--- config.mk ---
export PLATFORM = sky130hd
export DESIGN_NAME = wdt_freq_recovery
export DESIGN_NICKNAME = d
export VERILOG_FILES = /design/src/rtl/wdr_pkg.sv /design/src/rtl/wdr_regs.sv /design/src/rtl/wdr_count.sv /design/src/rtl/wdr_rst_pulse.sv /design/src/rtl/wdt_freq_recovery.sv
export SDC_FILE = /design/constraint.sdc
export NUM_CORES = 1
export LEC_CHECK = 0
export BUFFER_PORTS_ARGS = -buffer_cell sky130_fd_sc_hd__buf_4
export CAP_MARGIN = 20
export CORE_MARGIN = 2
export CORE_UTILIZATION = 45
export DETAILED_ROUTE_END_ITERATION = 16
export GPL_ROUTABILITY_DRIVEN = 0
export PLACE_DENSITY = 0.73
export SETUP_SLACK_MARGIN = 0.2
export SLEW_MARGIN = 20
export SYNTH_ARGS = -nofsm -noshare
export SYNTH_HDL_FRONTEND = slang
export SYNTH_SLANG_ARGS = --single-unit
--- constraint.sdc ---
create_clock -name clk -period 4.9 [get_ports clk]
set_input_delay 0.245 -clock clk [delete_from_list [all_inputs] [get_ports clk]]
set_output_delay 0.245 -clock clk [all_outputs]
set_load 0.03 [all_outputs]
--- src/rtl/wdr_pkg.sv ---
package wdr_pkg;
  localparam int CODE_W  = 5;
  localparam int DEPTH_W = 7;
  localparam int DATA_W  = 8;
  localparam int ADDR_W  = 2;

  typedef logic [CODE_W-1:0]  code_t;
  typedef logic [DEPTH_W-1:0] depth_t;

  typedef enum logic [ADDR_W-1:0] {
    A_CTRL  = 2'd0,
    A_WDOG  = 2'd1,
    A_DEPTH = 2'd2,
    A_NONE  = 2'd3
  } reg_addr_e;

  // Normal selection between software code and latched pins.
  function automatic code_t pick_code(input logic sw_en, input code_t sw, input code_t hw);
    return sw_en ? sw : hw;
  endfunction

  // Code loaded on timeout.
  function automatic code_t reload_code(input logic safe_en, input code_t safe, input code_t hw);
    return safe_en ? safe : hw;
  endfunction

  // Last step of the countdown: remaining 1, or 0 when armed with depth 0.
  function automatic logic last_step(input depth_t remain);
    return remain <= depth_t'(1);
  endfunction
endpackage

--- src/rtl/wdr_regs.sv ---
module wdr_regs
  import wdr_pkg::*;
#(
  parameter int DEPTH_RST = 8,
  parameter int SAFE_RST  = 2
) (
  input  logic              clk,
  input  logic              rst_n,
  input  logic              wr_en,
  input  logic [ADDR_W-1:0] wr_addr,
  input  logic [DATA_W-1:0] wr_data,
  input  logic              expire,
  input  code_t             hw_sel,
  output code_t             sw_code,
  output logic              sw_en,
  output logic              safe_en,
  output logic              mn_en,
  output code_t             safe_code,
  output logic              cnt_en,
  output depth_t            depth_cfg
);
  logic wr_ctrl, wr_wdog, wr_depth;
  assign wr_ctrl  = wr_en && (wr_addr == A_CTRL);
  assign wr_wdog  = wr_en && (wr_addr == A_WDOG);
  assign wr_depth = wr_en && (wr_addr == A_DEPTH);

  always_ff @(posedge clk or negedge rst_n) begin
    if (!rst_n) begin
      sw_code <= '0;
      sw_en   <= 1'b0;
      safe_en <= 1'b0;
      mn_en   <= 1'b0;
    end else if (expire) begin
      sw_code <= reload_code(safe_en, safe_code, hw_sel);
      sw_en   <= 1'b1;
      mn_en   <= 1'b0;
    end else if (wr_ctrl) begin
      sw_code <= wr_data[CODE_W-1:0];
      sw_en   <= wr_data[5];
      safe_en <= wr_data[6];
      mn_en   <= wr_data[7];
    end
  end

  always_ff @(posedge clk or negedge rst_n) begin
    if (!rst_n) begin
      safe_code <= code_t'(SAFE_RST);
      cnt_en    <= 1'b0;
    end else if (wr_wdog) begin
      safe_code <= wr_data[CODE_W-1:0];
      cnt_en    <= wr_data[6];
    end else if (expire) begin
      cnt_en    <= 1'b0;
    end
  end

  always_ff @(posedge clk or negedge rst_n) begin
    if (!rst_n)        depth_cfg <= depth_t'(DEPTH_RST);
    else if (wr_depth) depth_cfg <= wr_data[DEPTH_W-1:0];
  end
endmodule

--- src/rtl/wdr_count.sv ---
module wdr_count
  import wdr_pkg::*;
(
  input  logic   clk,
  input  logic   rst_n,
  input  logic   tick,
  input  logic   arm,
  input  depth_t load_val,
  input  logic   cnt_en,
  output logic   counting,
  output depth_t remain,
  output logic   expire,
  output logic   flag
);
  assign expire = counting && cnt_en && tick && !arm && last_step(remain);

  always_ff @(posedge clk or negedge rst_n) begin
    if (!rst_n) begin
      counting <= 1'b0;
      remain   <= '0;
      flag     <= 1'b0;
    end else if (arm) begin
      counting <= 1'b1;
      remain   <= load_val;
      flag     <= 1'b0;
    end else if (counting && !cnt_en) begin
      counting <= 1'b0;
    end else if (expire) begin
      counting <= 1'b0;
      remain   <= '0;
      flag     <= 1'b1;
    end else if (counting && tick) begin
      remain   <= remain - depth_t'(1);
    end
  end
endmodule

--- src/rtl/wdr_rst_pulse.sv ---
module wdr_rst_pulse #(
  parameter int CYCLES = 16
) (
  input  logic clk,
  input  logic rst_n,
  input  logic fire,
  output logic rst_out_n
);
  localparam int CW = $clog2(CYCLES + 1);
  logic [CW-1:0] left;

  always_ff @(posedge clk or negedge rst_n) begin
    if (!rst_n)           left <= '0;
    else if (fire)        left <= CW'(CYCLES);
    else if (left != '0)  left <= left - CW'(1);
  end

  assign rst_out_n = (left == '0);
endmodule

--- src/rtl/wdt_freq_recovery.sv ---
module wdt_freq_recovery
  import wdr_pkg::*;
#(
  parameter int DEPTH_RST  = 8,
  parameter int SAFE_RST   = 2,
  parameter int RST_CYCLES = 16
) (
  input  logic        clk,
  input  logic        rst_n,
  input  logic        tick,
  input  logic        wr_en,
  input  logic [1:0]  wr_addr,
  input  logic [7:0]  wr_data,
  input  logic [1:0]  rd_addr,
  output logic [7:0]  rd_data,
  input  logic [4:0]  hw_sel,
  output logic        rst_out_n,
  output logic [4:0]  freq_code,
  output logic        mn_mode
);
  code_t  sw_code, safe_code;
  logic   sw_en, safe_en, mn_en, cnt_en;
  depth_t depth_cfg, remain;
  logic   counting, expire, flag, arm;

  assign arm = wr_en && (wr_addr == A_DEPTH) && cnt_en;

  wdr_regs #(.DEPTH_RST(DEPTH_RST), .SAFE_RST(SAFE_RST)) u_regs (
    .clk(clk), .rst_n(rst_n), .wr_en(wr_en), .wr_addr(wr_addr), .wr_data(wr_data),
    .expire(expire), .hw_sel(hw_sel), .sw_code(sw_code), .sw_en(sw_en),
    .safe_en(safe_en), .mn_en(mn_en), .safe_code(safe_code), .cnt_en(cnt_en),
    .depth_cfg(depth_cfg)
  );

  wdr_count u_count (
    .clk(clk), .rst_n(rst_n), .tick(tick), .arm(arm), .load_val(wr_data[DEPTH_W-1:0]),
    .cnt_en(cnt_en), .counting(counting), .remain(remain), .expire(expire), .flag(flag)
  );

  wdr_rst_pulse #(.CYCLES(RST_CYCLES)) u_pulse (
    .clk(clk), .rst_n(rst_n), .fire(expire), .rst_out_n(rst_out_n)
  );

  assign freq_code = pick_code(sw_en, sw_code, hw_sel);
  assign mn_mode   = mn_en;

  always_comb begin
    unique case (reg_addr_e'(rd_addr))
      A_CTRL:  rd_data = {mn_en, safe_en, sw_en, sw_code};
      A_WDOG:  rd_data = {flag, cnt_en, 1'b0, safe_code};
      A_DEPTH: rd_data = {1'b0, counting ? remain : depth_cfg};
      default: rd_data = '0;
    endcase
  end
endmodule

==> flow_summary_export.csv, run 1 <==
group,metric,value,unit
clock_tree,cts_resized,0,
synth,yosysSeqAreaShare,0.430,
synth,yosysTopAreaCell,"dfrtp_1",
synth,ys_seq_elements,35,
sta,slew_headroom,0.630,
detailed_routing,finalWirelength,4.76,mm
grt,grt_pass1_wl,8.01,mm
layout,area_delta_synth_final,19.9,%
floorplanning,die_w,71.4,µm
clock_tree,clockRootBuffer,"clkbuf_8",
synth,ys_types,48,
placement,placed_area,0.00232,mm²
clock_tree,path_clk_slew,70,ps
detailed_routing,vias_per_cell,5.66,
pwr,pwr-share-seq,0.411,
layout,final_layout_size_suffix_gt1_frac,0.289,
critical_path,max_stage_delay,500,ps
pwr,clockPowerShare,0.234,
sta,setup_ws,2930,ps
worst_hold_path,hp-class,"input pin to register",
placement,io_buffers,35,
detailed_routing,routedWlPerCell,16.8,µm
sta,fin_worst_hold_slack,185,ps
floorplanning,rows,24,
pwr,power.net_switching,0.437,mW
sta,min_period_over_period,0.403,
synth,yosysTopAreaCellShare,0.404,
sta,tightest_slew,554,ps
clock_tree,cts_tree,"built",
critical_path,crit_arrival,1730,ps
job,cap_violations,0,
grt,grt_max_degree,36,
grt,grt_pass1_vias,1628,
clock_tree,clk_latency,290,ps
critical_path,path_class,"register to output port",
synth,ys_async_sr_fraction,1.00,
placement,dp_slack,3060,ps
critical_path,start_kind,"register",
critical_path,cp_max_fo,6,
grt,overflow,0,
sta,fmax,506,MHz
pwr,p_per_area,477,mW/mm²
layout,final_common_cell,"buf_4",
sta,slew_violations,0,
clock_tree,h-tree-depth,2,
clock_tree,cts_buffers,5,
sta,fin_worst_skew,3.89,ps
floorplanning,core,0.00435,mm²
synth,synth.area.top_cells,"dfrtp_1, mux2i_1, mux2_2",
critical_path,cp.required,4660,ps
sta,post-route-min-period,1970,ps
synth,syn_area,0.00204,mm²
grt,groute.usage.overall,0.205,
pwr,netSwitchingFraction,0.375,
critical_path,worst_setup_path_end_kind,"output port",
layout,antennaDiodeCount,0,
detailed_routing,drt_iter0_markers,85,
detailed_routing,drc,0,
floorplanning,fp.dieH,71.4,µm
outcome,outcome,"finished clean",
sta,setup_violations,0,
synth,ys_warn_count,0,
layout,layout_common_cells,"buf_4, mux2i_1, dfrtp_1",
sta,rsz0062_at_grt,"false",
sta,finalHoldViolations,0,
detailed_routing,vias,1607,
layout,fill_cells,396,
detailed_routing,antenna_left,0,
sta,tns,0,ps
layout,num-nets-final,255,
synth,synthFlopType,"dfrtp_1",
placement,hpwl,3.34,mm
floorplanning,io-pin-count,36,
pwr,ir_drop,0.000208,V
layout,final_area,0.00245,mm²
pwr,p_comb_frac,0.355,
pwr,power_leakage,1.11,nW
clock_tree,clk_path_buf_depth,2,
synth,avgSynthCellArea,10.3,µm²
floorplanning,initial_core_util,0.469,
pwr,finalPower,1.17,mW
synth,syn_inst,198,
synth,synth_edf_count,0,
pwr,internal_power,0.730,mW
floorplanning,dieArea,0.00509,mm²
critical_path,crit_chain,"inv_1, ha_1, nor4b_2, buf_4",
critical_path,cp_slowest_cell,"nor4b_2",
detailed_routing,first_pass_iters,4,
clock_tree,cts.sinks,35,
synth,syn-num-nets,222,
grt,antenna_found_initial,0,
kinds of logic after synthesis:
kind of cell	Yosys count	synth area share
compound gates	35	0.118
mux	44	0.222
fa+ha+maj	3	0.0184
xor+xnor	1	0.00429
buf+inv	19	0.0429
flops	35	0.430
simple gates	61	0.164
critical path: cells and delay by family, from the launching register on:
family                   cells  cell delay (ps)
AND/OR/NAND/NOR              1              500
buffers and inverters        2              350
adder cells (fa/ha/maj)      1              220
flip-flops                   1              370
per-stage QoR:
step / utilization / std cells
finish: 0.562 / 284
global route: 0.562 / 284
CTS: 0.562 / 284
detailed placement: 0.533 / 275
global placement: 0.533 / 275
floorplan: - / 198
sequential cells by signal, summed over array words and instances, names as in the netlist:
name	cells
u_count.remain	7
u_regs.depth_cfg	7
u_pulse.left	5
u_regs.safe_code	5
u_regs.sw_code	5
u_count.counting	1
u_count.flag	1
u_regs.cnt_en	1
u_regs.mn_en	1
u_regs.safe_en	1
u_regs.sw_en	1
what timing repair did:
action,CTS,global route
hold buffers,1,0
endpoints found under the hold margin,33,0
setup buffers,0,0
cells in the mapped netlist (all sizes together) (2+ instances only):
| library cell | count |
|---|---|
| nor3b | 2 |
| nand2 | 24 |
| o22ai | 6 |
| o21ai | 11 |
| a31oi | 3 |
| a211oi | 2 |
| mux2i | 33 |
| buf | 7 |
| o211ai | 2 |
| a21oi | 2 |
| mux2 | 11 |
| ha | 3 |
| inv | 8 |
| nand3 | 3 |
| dfrtp | 33 |
| dfstp | 2 |
| nand2b | 2 |
| a22oi | 3 |
| nor3 | 4 |
| nor2 | 14 |
| clkbuf | 4 |
| nand3b | 3 |
worst paths after layout:
kind,slack [ps],to,start,cells past startpoint
min,180,u_regs.depth_cfg[2]$_DFFE_PN0N_,wr_data[2],3
max reg2reg,3010,u_regs.sw_code[4]$_DFFE_PN0P_,u_count.remain[3]$_DFFE_PN0P_,4
max,2930,rst_out_n,u_pulse.left[0]$_DFFE_PN0P_,4
min in group asynchronous,450,u_pulse.left[1]$_DFFE_PN0P_,rst_n,2
min reg2reg,470,u_regs.depth_cfg[3]$_DFFE_PN1N_,u_regs.depth_cfg[3]$_DFFE_PN1N_,2
max in group asynchronous,4100,u_regs.depth_cfg[3]$_DFFE_PN1N_,rst_n,2
routing by layer:
metal  up-vias  part of all wire  GRT usage
li1        775                 -          -
met1       769              0.47      0.287
met2        56              0.47      0.319
met3         7             0.050     0.0352
met4         0             0.016     0.0797
met5         -                 0          0
final cells by class:
cell class                      count  area (µm²)  share of cell area
Tap cell                           52        65.1              0.0266
Clock inverter                      2        35.0              0.0143
Multi-Input combinational cell    144        1080               0.440
Clock buffer                        6        82.6              0.0337
Timing Repair Buffer               37         280               0.115
Inverter                            8        30.0              0.0123
Sequential cell                    35         878               0.359
power groups by stage:
stage	combinational, mW	sequential (mW)	clock, mW
global placement	0.406	0.477	0
detailed placement	0.412	0.482	0
global route	0.461	0.494	0.288
CTS	0.417	0.478	0.276
finish	0.414	0.480	0.273
floorplan	0.325	0.441	0
Note: power is estimated with default switching activity, not from simulation.
==> run 2, diff against run 1 <==
--- a/config.mk
+++ b/config.mk
@@ -5,6 +5,7 @@
 export SDC_FILE = /design/constraint.sdc
 export NUM_CORES = 1
 export LEC_CHECK = 0
+export ABC_AREA = 1
 export BUFFER_PORTS_ARGS = -buffer_cell sky130_fd_sc_hd__buf_4
 export CAP_MARGIN = 20
 export CORE_MARGIN = 2
==> constraint.sdc (replaced) <==
create_clock -name clk -period 1.9 [get_ports clk]
set_input_delay 0.095 -clock clk [delete_from_list [all_inputs] [get_ports clk]]
set_output_delay 0.095 -clock clk [all_outputs]
set_load 0.03 [all_outputs]
==> flow_summary_export.csv, run 2 <==
group,metric,value,unit
clock_tree,clk_path_buf_depth,2,
floorplanning,die_w,71.5,µm
sta,rsz0062_at_grt,"false",
clock_tree,cts_tree,"built",
synth,yosysTopAreaCellShare,0.403,
layout,largestRegisters,"u_count.remain: 7 flops, u_regs.depth_cfg: 7 flops",
sta,setup_violations,0,
synth,yosysSeqAreaShare,0.429,
detailed_routing,drc,0,
clock_tree,cts_buffers,5,
sta,fmax,631,MHz
sta,finalHoldViolations,0,
synth,yosysMostFrequentCell,"nand2_1",
job,cap_violations,0,
pwr,power_leakage,1.33,nW
sta,tns,0,ps
layout,num-nets-final,341,
sta,slew_violations,0,
detailed_routing,drt_iter0_markers,145,
clock_tree,path_clk_slew,70,ps
synth,ys_warn_count,0,
detailed_routing,routedWlPerCell,14.1,µm
layout,final_layout_size_suffix_gt1_frac,0.242,
clock_tree,clk_latency,300,ps
floorplanning,fp.dieH,71.5,µm
synth,syn_area,0.00205,mm²
floorplanning,initial_core_util,0.467,
grt,overflow,0,
grt,groute.usage.overall,0.220,
layout,area_delta_synth_final,22.2,%
clock_tree,clockRootBuffer,"clkbuf_8",
sta,min_period_over_period,0.835,
critical_path,path_class,"register to output port",
synth,synth.area.top_cells,"dfrtp_1, nand2_1, o21ai_0",
sta,slew_headroom,0.639,
pwr,p_per_area,1230,mW/mm²
critical_path,worst_setup_path_end_kind,"output port",
pwr,ir_drop,0.000671,V
worst_hold_path,whs_path_depth,3,
critical_path,cp_max_fo,6,
synth,ys_types,26,
grt,grt_pass1_wl,8.72,mm
synth,syn_inst,276,
worst_hold_path,hp-class,"input pin to register",
floorplanning,dieArea,0.00511,mm²
synth,synth_edf_count,0,
floorplanning,rows,24,
synth,syn-num-nets,300,
grt,grt_max_degree,36,
synth,synthFlopType,"dfrtp_1",
grt,grt_pass1_vias,1885,
sta,post-route-min-period,1590,ps
outcome,outcome,"finished clean",
synth,avgSynthCellArea,7.43,µm²
clock_tree,h-tree-depth,2,
grt,antenna_found_initial,0,
detailed_routing,finalWirelength,5.20,mm
detailed_routing,vias,1983,
worst_hold_path,min_from,"wr_data[2]",
critical_path,cp.required,1800,ps
critical_path,crit_arrival,1490,ps
detailed_routing,vias_per_cell,5.36,
sta,fin_worst_skew,9.30,ps
floorplanning,core,0.00438,mm²
critical_path,r2r_cells,9,
layout,antennaDiodeCount,0,
placement,io_buffers,35,
synth,yosysTopAreaCell,"dfrtp_1",
critical_path,start_kind,"register",
layout,layout_common_cells,"nand2_1, buf_4, inv_1",
detailed_routing,antenna_left,0,
detailed_routing,first_pass_iters,4,
critical_path,r2r-start,"u_count.remain[1]$_DFFE_PN0P_",
synth,ys_seq_elements,35,
sta,tightest_slew,540,ps
layout,instances_no_fill,370,
floorplanning,io-pin-count,36,
critical_path,crit_start,"u_pulse.left[0]$_DFFE_PN0P_",
placement,dpl.cell_count,360,
synth,yosys-top-cells-count,"nand2_1, inv_1, o21ai_0",
clock_tree,cts.sinks,35,
layout,final_common_cell,"nand2_1",
synth,ys_async_sr_fraction,1.00,
placement,hpwl,3.88,mm
clock_tree,cts_setup_buffers,0,
## run 2: changes by cell type after synthesis, moves of 5 or more
cell,change
xor2_1,+5
nand3_2,+6
a21oi_1,+9
inv_2,+6
mux2_2,-11
nand3_1,+7
nand2_1,+57
mux2i_1,-33
inv_1,+28
nand2_2,+7
o21ai_0,+26
## run 2: cells by family after synthesis
kind of cell,share of synthesized area
flip-flops,0.429
adder cells (fa/ha/maj),0.0183
AND/OR/NAND/NOR,0.300
XOR/XNOR,0.0256
AO/OA/AOI/OAI,0.136
buffers and inverters,0.0916
## run 2: final cells by class
type,count,area [µm²]
fillers,418,1880
repair buffers,40,305
clock buffers,5,68.8
clock inverters,3,43.8
well taps,52,65.1
flip-flops and latches,35,878
inverters,42,158
multi-input cells,193,986
## run 2: routing by layer
| layer | track usage | up-vias | wire, µm |
|---|---|---|---|
| met4 | 0.0734 | 0 | 107 |
| met1 | 0.311 | 936 | 2430 |
| li1 | - | 957 | - |
| met3 | 0.0506 | 13 | 367 |
| met2 | 0.334 | 77 | 2300 |
| met5 | 0 | - | 0 |
## run 2: worst max-delay path, stage by stage, from the launching register on
cell,delay (ps)
dfrtp_1,410
inv_1,70
ha_1,180
nand2_1,100
nor2_2,230
buf_4,210
## run 2: final timing paths
kind | slack [ps] | to
hold reg to reg | 480 | u_regs.depth_cfg[2]$_DFFE_PN0N_
max in group asynchronous | 1260 | u_regs.depth_cfg[3]$_DFFE_PN1N_
setup / recovery | 310 | rst_out_n
min in group asynchronous | 280 | u_regs.safe_code[2]$_DFFE_PN0P_
setup reg to reg | 360 | u_regs.sw_code[0]$_DFFE_PN0P_
hold / removal | 20 | u_regs.sw_code[2]$_DFFE_PN0P_
## run 2: stage by stage
step | total power, mW | worst slack (ps) | util | instance area (µm²) | hold WS (ps)
CTS | 3.08 | 212 | 0.571 | 2500 | 16.5
finish | 3.08 | 314 | 0.571 | 2500 | 22.0
detailed placement | 2.39 | 378 | 0.541 | 2370 | 78.1
global placement | 2.36 | 444 | 0.541 | 2370 | 77.8
floorplan | 2.03 | 271 | - | 2050 | -201
global route | 3.31 | 242 | 0.571 | 2500 | 25.4
## run 2: where the power goes
group / total, mW / internal [mW] / switching, mW
logic: 1.23 / 0.483 / 0.748
clock network: 0.685 / 0.391 / 0.294
registers: 1.16 / 0.962 / 0.198
total: 3.08 / 1.84 / 1.24
## run 2: repair_timing
action / CTS / global route
gates resized for setup: 0 / 1
endpoints found under the hold margin: 34 / 0
hold buffers: 2 / 0
setup endpoints to repair: 0 / 1
